## src/rtl/i2cm_irq_pkg.sv

```systemverilog
package i2cm_irq_pkg;
   // event source bit positions in the raw status word
   localparam int SRC_TX_EMPTY  = 0;
   localparam int SRC_TX_OVER   = 1;
   localparam int SRC_RX_FULL   = 2;
   localparam int SRC_RX_OVER   = 3;
   localparam int SRC_RX_UNDER  = 4;
   localparam int SRC_RX_DONE   = 5;
   localparam int SRC_RD_REQ    = 6;
   localparam int SRC_TX_ABRT   = 7;
   localparam int SRC_ACTIVITY  = 8;
   localparam int SRC_START_DET = 9;
   localparam int SRC_STOP_DET  = 10;
   localparam int SRC_GEN_CALL  = 11;
   localparam int SRC_COUNT     = 12;

   // abort cause bit positions
   localparam int CZ_ARB_LOST      = 0;
   localparam int CZ_ADDR7_NACK    = 1;
   localparam int CZ_ADDR10A_NACK  = 2;
   localparam int CZ_ADDR10B_NACK  = 3;
   localparam int CZ_DATA_NACK     = 4;
   localparam int CZ_GCALL_NACK    = 5;
   localparam int CZ_GCALL_READ    = 6;
   localparam int CZ_SBYTE_ACK     = 7;
   localparam int CZ_SBYTE_NORST   = 8;
   localparam int CZ_RD10_NORST    = 9;
   localparam int CZ_DISABLED_USE  = 10;
   localparam int CAUSE_COUNT      = 11;

   // register map
   localparam int ADR_MASK     = 0;
   localparam int ADR_RAW      = 1;
   localparam int ADR_MSTAT    = 2;
   localparam int ADR_CAUSE    = 3;
   localparam int ADR_CLR_ALL  = 4;
   localparam int ADR_CLR_BASE = 16;

   function automatic int max2(input int a, input int b);
      return (a > b) ? a : b;
   endfunction
endpackage

```

## src/rtl/irq_src_bank.sv

```systemverilog
module irq_src_bank #(
   parameter int N = 12
) (
   input  logic         clk,
   input  logic         arst_n,
   input  logic [N-1:0] evt_i,
   input  logic [N-1:0] clr_i,
   input  logic         clr_all_i,
   output logic [N-1:0] raw_o
);
   for (genvar g = 0; g < N; g++) begin : g_bit
      logic bit_q;
      always_ff @(posedge clk or negedge arst_n) begin
         if (!arst_n)                        bit_q <= 1'b0;
         else if (evt_i[g])                  bit_q <= 1'b1;
         else if (clr_i[g] || clr_all_i)     bit_q <= 1'b0;
      end
      assign raw_o[g] = bit_q;


      set_sticky_chk: assert property (@(posedge clk) disable iff (!arst_n)
         evt_i[g] |=> raw_o[g]);

      set_wins_chk: assert property (@(posedge clk) disable iff (!arst_n)
         (evt_i[g] && (clr_i[g] || clr_all_i)) |=> raw_o[g]);

      clr_bit_chk: assert property (@(posedge clk) disable iff (!arst_n)
         ((clr_i[g] || clr_all_i) && !evt_i[g]) |=> !raw_o[g]);

      rise_src_chk: assert property (@(posedge clk) disable iff (!arst_n)
         $rose(raw_o[g]) |-> $past(evt_i[g]));
   end
endmodule

```

## src/rtl/abort_cause_reg.sv

```systemverilog
module abort_cause_reg #(
   parameter int W = 11
) (
   input  logic         clk,
   input  logic         arst_n,
   input  logic         abort_evt_i,
   input  logic [W-1:0] cause_i,
   input  logic         wipe_i,
   output logic [W-1:0] cause_o,
   output logic         flush_o
);
   logic [W-1:0] cause_q;
   logic [W-1:0] fresh;
   logic         flush_q;

   assign fresh = abort_evt_i ? cause_i : '0;

   always_ff @(posedge clk or negedge arst_n) begin
      if (!arst_n) begin
         cause_q <= '0;
         flush_q <= 1'b0;
      end else begin
         cause_q <= (wipe_i ? '0 : cause_q) | fresh;
         flush_q <= abort_evt_i;
      end
   end

   assign cause_o = cause_q;
   assign flush_o = flush_q;


   no_stray_cause_chk: assert property (@(posedge clk) disable iff (!arst_n)
      (!abort_evt_i && !wipe_i) |=> $stable(cause_o));

   wipe_chk: assert property (@(posedge clk) disable iff (!arst_n)
      (wipe_i && !abort_evt_i) |=> (cause_o == '0));

   flush_on_chk: assert property (@(posedge clk) disable iff (!arst_n)
      abort_evt_i |=> flush_o);

   flush_off_chk: assert property (@(posedge clk) disable iff (!arst_n)
      !abort_evt_i |=> !flush_o);
endmodule

```

## src/rtl/irq_reg_port.sv

```systemverilog
module irq_reg_port
   import i2cm_irq_pkg::*;
#(
   parameter int N      = 12,
   parameter int W      = 11,
   parameter int ADDR_W = 5,
   localparam int DW    = max2(N, W)
) (
   input  logic              clk,
   input  logic              arst_n,
   input  logic              rd_en,
   input  logic              wr_en,
   input  logic [ADDR_W-1:0] addr,
   input  logic [N-1:0]      wdata,
   input  logic [N-1:0]      raw_i,
   input  logic [W-1:0]      cause_i,
   output logic [N-1:0]      mask_o,
   output logic [DW-1:0]     rdata,
   output logic [N-1:0]      clr_o,
   output logic              clr_all_o,
   output logic              wipe_o
);
   logic [N-1:0]  mask_q;
   logic          mask_wr;
   logic [DW-1:0] rd_word;

   assign mask_wr = wr_en && (addr == ADDR_W'(ADR_MASK));

   always_ff @(posedge clk or negedge arst_n) begin
      if (!arst_n)      mask_q <= '0;
      else if (mask_wr) mask_q <= wdata;
   end
   assign mask_o = mask_q;

   for (genvar g = 0; g < N; g++) begin : g_clr
      assign clr_o[g] = rd_en && (addr == ADDR_W'(ADR_CLR_BASE + g));
   end
   assign clr_all_o = rd_en && (addr == ADDR_W'(ADR_CLR_ALL));
   assign wipe_o    = clr_all_o || clr_o[SRC_TX_ABRT];

   always_comb begin
      rd_word = '0;
      if (rd_en) begin
         if (addr == ADDR_W'(ADR_MASK))         rd_word = DW'(mask_q);
         else if (addr == ADDR_W'(ADR_RAW))     rd_word = DW'(raw_i);
         else if (addr == ADDR_W'(ADR_MSTAT))   rd_word = DW'(raw_i & mask_q);
         else if (addr == ADDR_W'(ADR_CAUSE))   rd_word = DW'(cause_i);
         else if (addr == ADDR_W'(ADR_CLR_ALL)) rd_word = DW'(raw_i);
         for (int i = 0; i < N; i++) begin
            if (addr == ADDR_W'(ADR_CLR_BASE + i)) rd_word = DW'(raw_i[i]);
         end
      end
   end
   assign rdata = rd_word;


   mask_hold_chk: assert property (@(posedge clk) disable iff (!arst_n)
      !mask_wr |=> $stable(mask_o));

   idle_rdata_chk: assert property (@(posedge clk) disable iff (!arst_n)
      !rd_en |-> (rdata == '0));
endmodule

```

## src/rtl/i2cm_irq_ctrl.sv

```systemverilog
module i2cm_irq_ctrl
   import i2cm_irq_pkg::*;
#(
   parameter int NUM_SRC   = SRC_COUNT,
   parameter int NUM_CAUSE = CAUSE_COUNT,
   parameter int ADDR_W    = 5,
   parameter bit IRQ_REG   = 1'b1,
   localparam int DW       = max2(NUM_SRC, NUM_CAUSE)
) (
   input  logic                 clk,
   input  logic                 arst_n,
   input  logic [NUM_SRC-1:0]   evt_i,
   input  logic [NUM_CAUSE-1:0] abrt_cause_i,
   input  logic                 rd_en,
   input  logic                 wr_en,
   input  logic [ADDR_W-1:0]    addr,
   input  logic [NUM_SRC-1:0]   wdata,
   output logic [DW-1:0]        rdata,
   output logic                 irq_o,
   output logic                 flush_o
);
   // elaboration-time parameter checks
   if (NUM_SRC <= SRC_TX_ABRT) begin : g_bad_src
      $error("NUM_SRC must cover the abort source bit");
   end
   if (NUM_CAUSE < 1) begin : g_bad_cause
      $error("NUM_CAUSE must be at least 1");
   end
   if (ADR_CLR_BASE + NUM_SRC > (1 << ADDR_W)) begin : g_bad_addr
      $error("ADDR_W too narrow for the per-source clear addresses");
   end

   logic [NUM_SRC-1:0]   raw;
   logic [NUM_SRC-1:0]   mask;
   logic [NUM_SRC-1:0]   clr;
   logic                 clr_all;
   logic                 wipe;
   logic [NUM_CAUSE-1:0] cause;
   logic                 any_pend;

   irq_src_bank #(.N(NUM_SRC)) u_bank (
      .clk       (clk),
      .arst_n    (arst_n),
      .evt_i     (evt_i),
      .clr_i     (clr),
      .clr_all_i (clr_all),
      .raw_o     (raw)
   );

   abort_cause_reg #(.W(NUM_CAUSE)) u_cause (
      .clk         (clk),
      .arst_n      (arst_n),
      .abort_evt_i (evt_i[SRC_TX_ABRT]),
      .cause_i     (abrt_cause_i),
      .wipe_i      (wipe),
      .cause_o     (cause),
      .flush_o     (flush_o)
   );

   irq_reg_port #(.N(NUM_SRC), .W(NUM_CAUSE), .ADDR_W(ADDR_W)) u_port (
      .clk       (clk),
      .arst_n    (arst_n),
      .rd_en     (rd_en),
      .wr_en     (wr_en),
      .addr      (addr),
      .wdata     (wdata),
      .raw_i     (raw),
      .cause_i   (cause),
      .mask_o    (mask),
      .rdata     (rdata),
      .clr_o     (clr),
      .clr_all_o (clr_all),
      .wipe_o    (wipe)
   );

   assign any_pend = |(raw & mask);

   if (IRQ_REG) begin : g_irq_reg
      logic irq_q;
      always_ff @(posedge clk or negedge arst_n) begin
         if (!arst_n) irq_q <= 1'b0;
         else         irq_q <= any_pend;
      end
      assign irq_o = irq_q;


      irq_follow_chk: assert property (@(posedge clk) disable iff (!arst_n)
         any_pend |=> irq_o);

      irq_quiet_chk: assert property (@(posedge clk) disable iff (!arst_n)
         !any_pend |=> !irq_o);
   end else begin : g_irq_comb
      assign irq_o = any_pend;
   end


   mstat_view_chk: assert property (@(posedge clk) disable iff (!arst_n)
      (rd_en && addr == ADDR_W'(ADR_MSTAT)) |-> (rdata == DW'(raw & mask)));
endmodule

```

## config.mk

```make
export PLATFORM = sky130hd
export DESIGN_NAME = i2cm_irq_ctrl
export DESIGN_NICKNAME = d
export VERILOG_FILES = /design/src/rtl/i2cm_irq_pkg.sv /design/src/rtl/irq_src_bank.sv /design/src/rtl/abort_cause_reg.sv /design/src/rtl/irq_reg_port.sv /design/src/rtl/i2cm_irq_ctrl.sv
export SDC_FILE = /design/constraint.sdc
export NUM_CORES = 1
export LEC_CHECK = 0
export CORE_ASPECT_RATIO = 1.25
export CORE_UTILIZATION = 40
export DETAILED_ROUTE_END_ITERATION = 8
export GPL_ROUTABILITY_DRIVEN = 0
export PLACE_DENSITY = 0.73
export SLEW_MARGIN = 20
export SYNTH_ARGS = -nofsm -noshare
export SYNTH_HDL_FRONTEND = slang
export SYNTH_SLANG_ARGS = --single-unit
```

## constraint.sdc

```tcl
create_clock -name clk -period 2.1 [get_ports clk]
set_input_delay 0.42 -clock clk [delete_from_list [all_inputs] [get_ports clk]]
set_output_delay 0.42 -clock clk [all_outputs]
set_load 0.03 [all_outputs]
```

==> flow_summary_export.csv <==
group,metric,value,unit
sta,maxSlewHeadroom,61.78,%
grt,grt_max_degree,38,
clock_network,hold_buffers,0,
power,p_int,1.317,mW
die,die_h,83.24,µm
setup_path,crit_arrival,1850,ps
grt,grt_pass1_wl,11360,µm
clock_network,clk-insertion-delay-late,290,ps
worst_hold_path,hold_class,"register to register",
clock_network,clkSinkCount,37,
drt,drt_wl_total,7008,µm
drt,via_per_inst,5.723,
sta,hold_ws,512.4,ps
sta,fmax,440.4,MHz
power,power_frac_comb,27.5,%
clock_network,h-tree-depth,2,
synth,syn_nets,240,
synth,synth_cell_types,42,
power,power_switching_share,28.65,%
layout,areaGrowthSynthToFinish,66.88,%
synth,ys_seq_elements,37,
sta,finalCritPeriodShare,108.1,%
placement,port_buffers,57,
flow_run,maxCapViolCount,0,
grt,grt-ovfl-total,0,
die,die_w,66.99,µm
sta,finalSetupViolCount,12,
synth,synthArstFlopShare,100.0,%
die,std_cell_rows,29,
synth,synth-compound-area-share,26.18,%
die,io_pins,58,
synth,synthSimpleGateAreaFrac,13.80,%
drt,drc,0,
status,failed_checks,"negative setup slack",
synth,synth_ff_type,"dfrtp_1",
power,seqPwrFrac,45.9,%
synth,synth_edf_count,0,
synth,synth_cells,196,
setup_path,crit_path_max_fanout,5,
layout,nets,363,
clock_network,tritoncts,"built",
power,leakagePower,1.630,nW
clock_network,clock_path_buffers,2,
drt,first_iter_violations,195,
setup_path,required,1680,ps
setup_path,path_class,"primary input to primary output",
layout,layout-drive-gt1-share,41.88,%
grt,antenna_found_initial,0,
synth,ys_seq_area_share,43.84,%
synth,synth_xor_area_share,0.4147,%
drt,first_pass_iters,4,
synth,syn_area_per_cell,10.78,µm²
sta,rsz0062_at_grt,"true",
synth,synth-adder-area-share,0,%
clock_network,clk_pin_slew,80,ps
placement,dpl.hpwl,4893,µm
setup_path,cp-end-kind,"primary output",
die,die_area,5576,µm²
setup_path,startpoint_type,"primary input",
grt,grt.total_usage,27.28,%
power,switchingPower,528.5,µW
die,core,5080,µm²
die,start_util,41.58,%
sta,finalMaxSlewViolations,0,
clock_network,cts_buffers,5,
power,pwr-share-clk,26.6,%
sta,period_needed,2271,ps
layout,n_fill_cell,380,
drt,antenna_left,0,
synth,yosys_warnings,0,
power,ir_drop,0.2973,mV
synth,synthMuxAreaShare,11.79,%
sta,layout_setup_ws,-170.5,ps
clock_network,cts_root_buf,"clkbuf_8",
sta,tightest_slew,571.5,ps
drt,num_vias,2186,
layout,register_area,925.9,µm²
layout,antenna_cells,0,
power,powerDensity,523.5,nW/µm²
synth,syn-cell-area,2112,µm²
placement,pre_cts_slack,-944.6,ps
power,p_total,1.845,mW
layout,multi_input_area,1201,µm²
drt,avgRoutedWirePerCell,18.35,µm
grt,grt_pass1_vias,2312,
synth,synth_top_family_by_area,"compound AO/OA/AOI/OAI gates",
status,status,"finished with violations",
sta,skew,3.750,ps
sta,finalHoldViolCount,0,
timing repair:
action                     in CTS  in global routing
pin swaps                      14                 15
setup endpoints to repair      24                 24
setup buffers                  17                  3
cloned                          3                  0
gates resized for setup        60                 10
per-layer routing:
layer  track usage (%)  wire, µm
met5                 0         0
met4             9.478       144
met3             2.885       364
met2             46.74      3802
met1             34.69      2696
flip-flops by register name, indices dropped and copies added (netlist names):
name and flops:
u_bank.g_bit.bit_q 12, u_port.mask_o 12, u_cause.cause_o 11, irq_o 1, u_cause.flush_o 1
layout by cell type (no fill, tap or decap), types with 4 or more instances in the layout:
| cell type | count |
|---|---|
| nand2_1 | 4 |
| nand2b_1 | 5 |
| nor2_1 | 6 |
| a222oi_1 | 10 |
| mux2_4 | 10 |
| buf_6 | 26 |
| dfrtp_1 | 37 |
| a22o_1 | 14 |
| nor2_2 | 10 |
| a21o_1 | 14 |
| clkbuf_8 | 5 |
| buf_4 | 54 |
| clkdlybuf4s50_1 | 40 |
| a21oi_1 | 4 |
| o21ai_0 | 9 |
| nand3_1 | 9 |
| o21bai_1 | 8 |
power groups by stage:
stage	registers, mW	logic (mW)	clock network (mW)
2_1_floorplan	0.844	0.233	0
3_3_place_gp	0.855	0.437	0
3_5_place_dp	0.857	0.445	0
4_1_cts	0.845	0.495	0.492
5_1_grt	0.855	0.542	0.524
6_report	0.848	0.507	0.491
Yosys cell counts, types with 3 or more instances:
| cell type | n | area (µm²) |
|---|---|---|
| dfrtp_1 | 37 | 925.9 |
| nor2_1 | 16 | 60.06 |
| a21o_1 | 14 | 105.1 |
| a22o_1 | 14 | 122.6 |
| a222oi_1 | 10 | 100.1 |
| mux2_4 | 10 | 150.1 |
| nand3_1 | 9 | 45.04 |
| o21ai_0 | 9 | 45.04 |
| o21bai_1 | 8 | 60.06 |
| buf_2 | 7 | 35.03 |
| a21oi_1 | 5 | 25.02 |
| nand2_1 | 5 | 18.77 |
| nand2b_1 | 5 | 31.28 |
| clkbuf_1 | 4 | 15.01 |
| a221oi_1 | 3 | 26.28 |
| inv_1 | 3 | 11.26 |
| mux2_2 | 3 | 33.78 |
| nor2b_1 | 3 | 18.77 |
worst max-delay path, stage by stage:
cell and delay (ps):
buf_8 100, buf_6 100, or3_4 410, buf_6 150
nor2_4 170, a21o_1 140, a222oi_1 70, nor2_2 140
buf_6 140
through the flow:
| step | setup TNS [ps] | area, µm² | cells | util (%) |
|---|---|---|---|---|
| after floorplan | 0 | 2166 | 196 | - |
| after global placement | -14240 | 3112 | 351 | 61.26 |
| after detailed placement | -14640 | 3112 | 351 | 61.26 |
| after CTS | -1833 | 3483 | 379 | 68.57 |
| after global routing | -2303 | 3525 | 382 | 69.38 |
| final | -1550 | 3525 | 382 | 69.38 |
cell type report:
class	instances	share of cell area [%]
Timing Repair Buffer	129	34.79
Multi-Input combinational cell	143	34.08
Sequential cell	37	26.27
Tap cell	62	2.201
Clock buffer	6	2.059
Inverter	3	0.3195
Clock inverter	2	0.2840
path summary, 6_finish.rpt:
check                                      start                    end  slack, ps  depth (start not counted)
max                                      addr[2]               rdata[5]       -170                          9
min                           u_cause.cause_o[3]     u_cause.cause_o[3]        510                          1
max reg2reg                u_bank.g_bit[0].bit_q                  irq_o        790                          4
min reg2reg                   u_cause.cause_o[3]     u_cause.cause_o[3]        510                          1
max in group asynchronous                 arst_n  u_bank.g_bit[4].bit_q       1200                          2
min in group asynchronous                 arst_n        u_cause.flush_o        560                          2
logic make-up (layout without fill, tap and decap cells):
| kind of cell | Yosys count | in the layout |
|---|---|---|
| AO/OA/AOI/OAI | 72 | 72 |
| buffers and inverters | 17 | 140 |
| XOR/XNOR | 1 | 1 |
| multiplexers | 17 | 17 |
| AND/OR/NAND/NOR | 52 | 53 |
| flip-flops | 37 | 37 |
(Power assumes the default switching activity.)
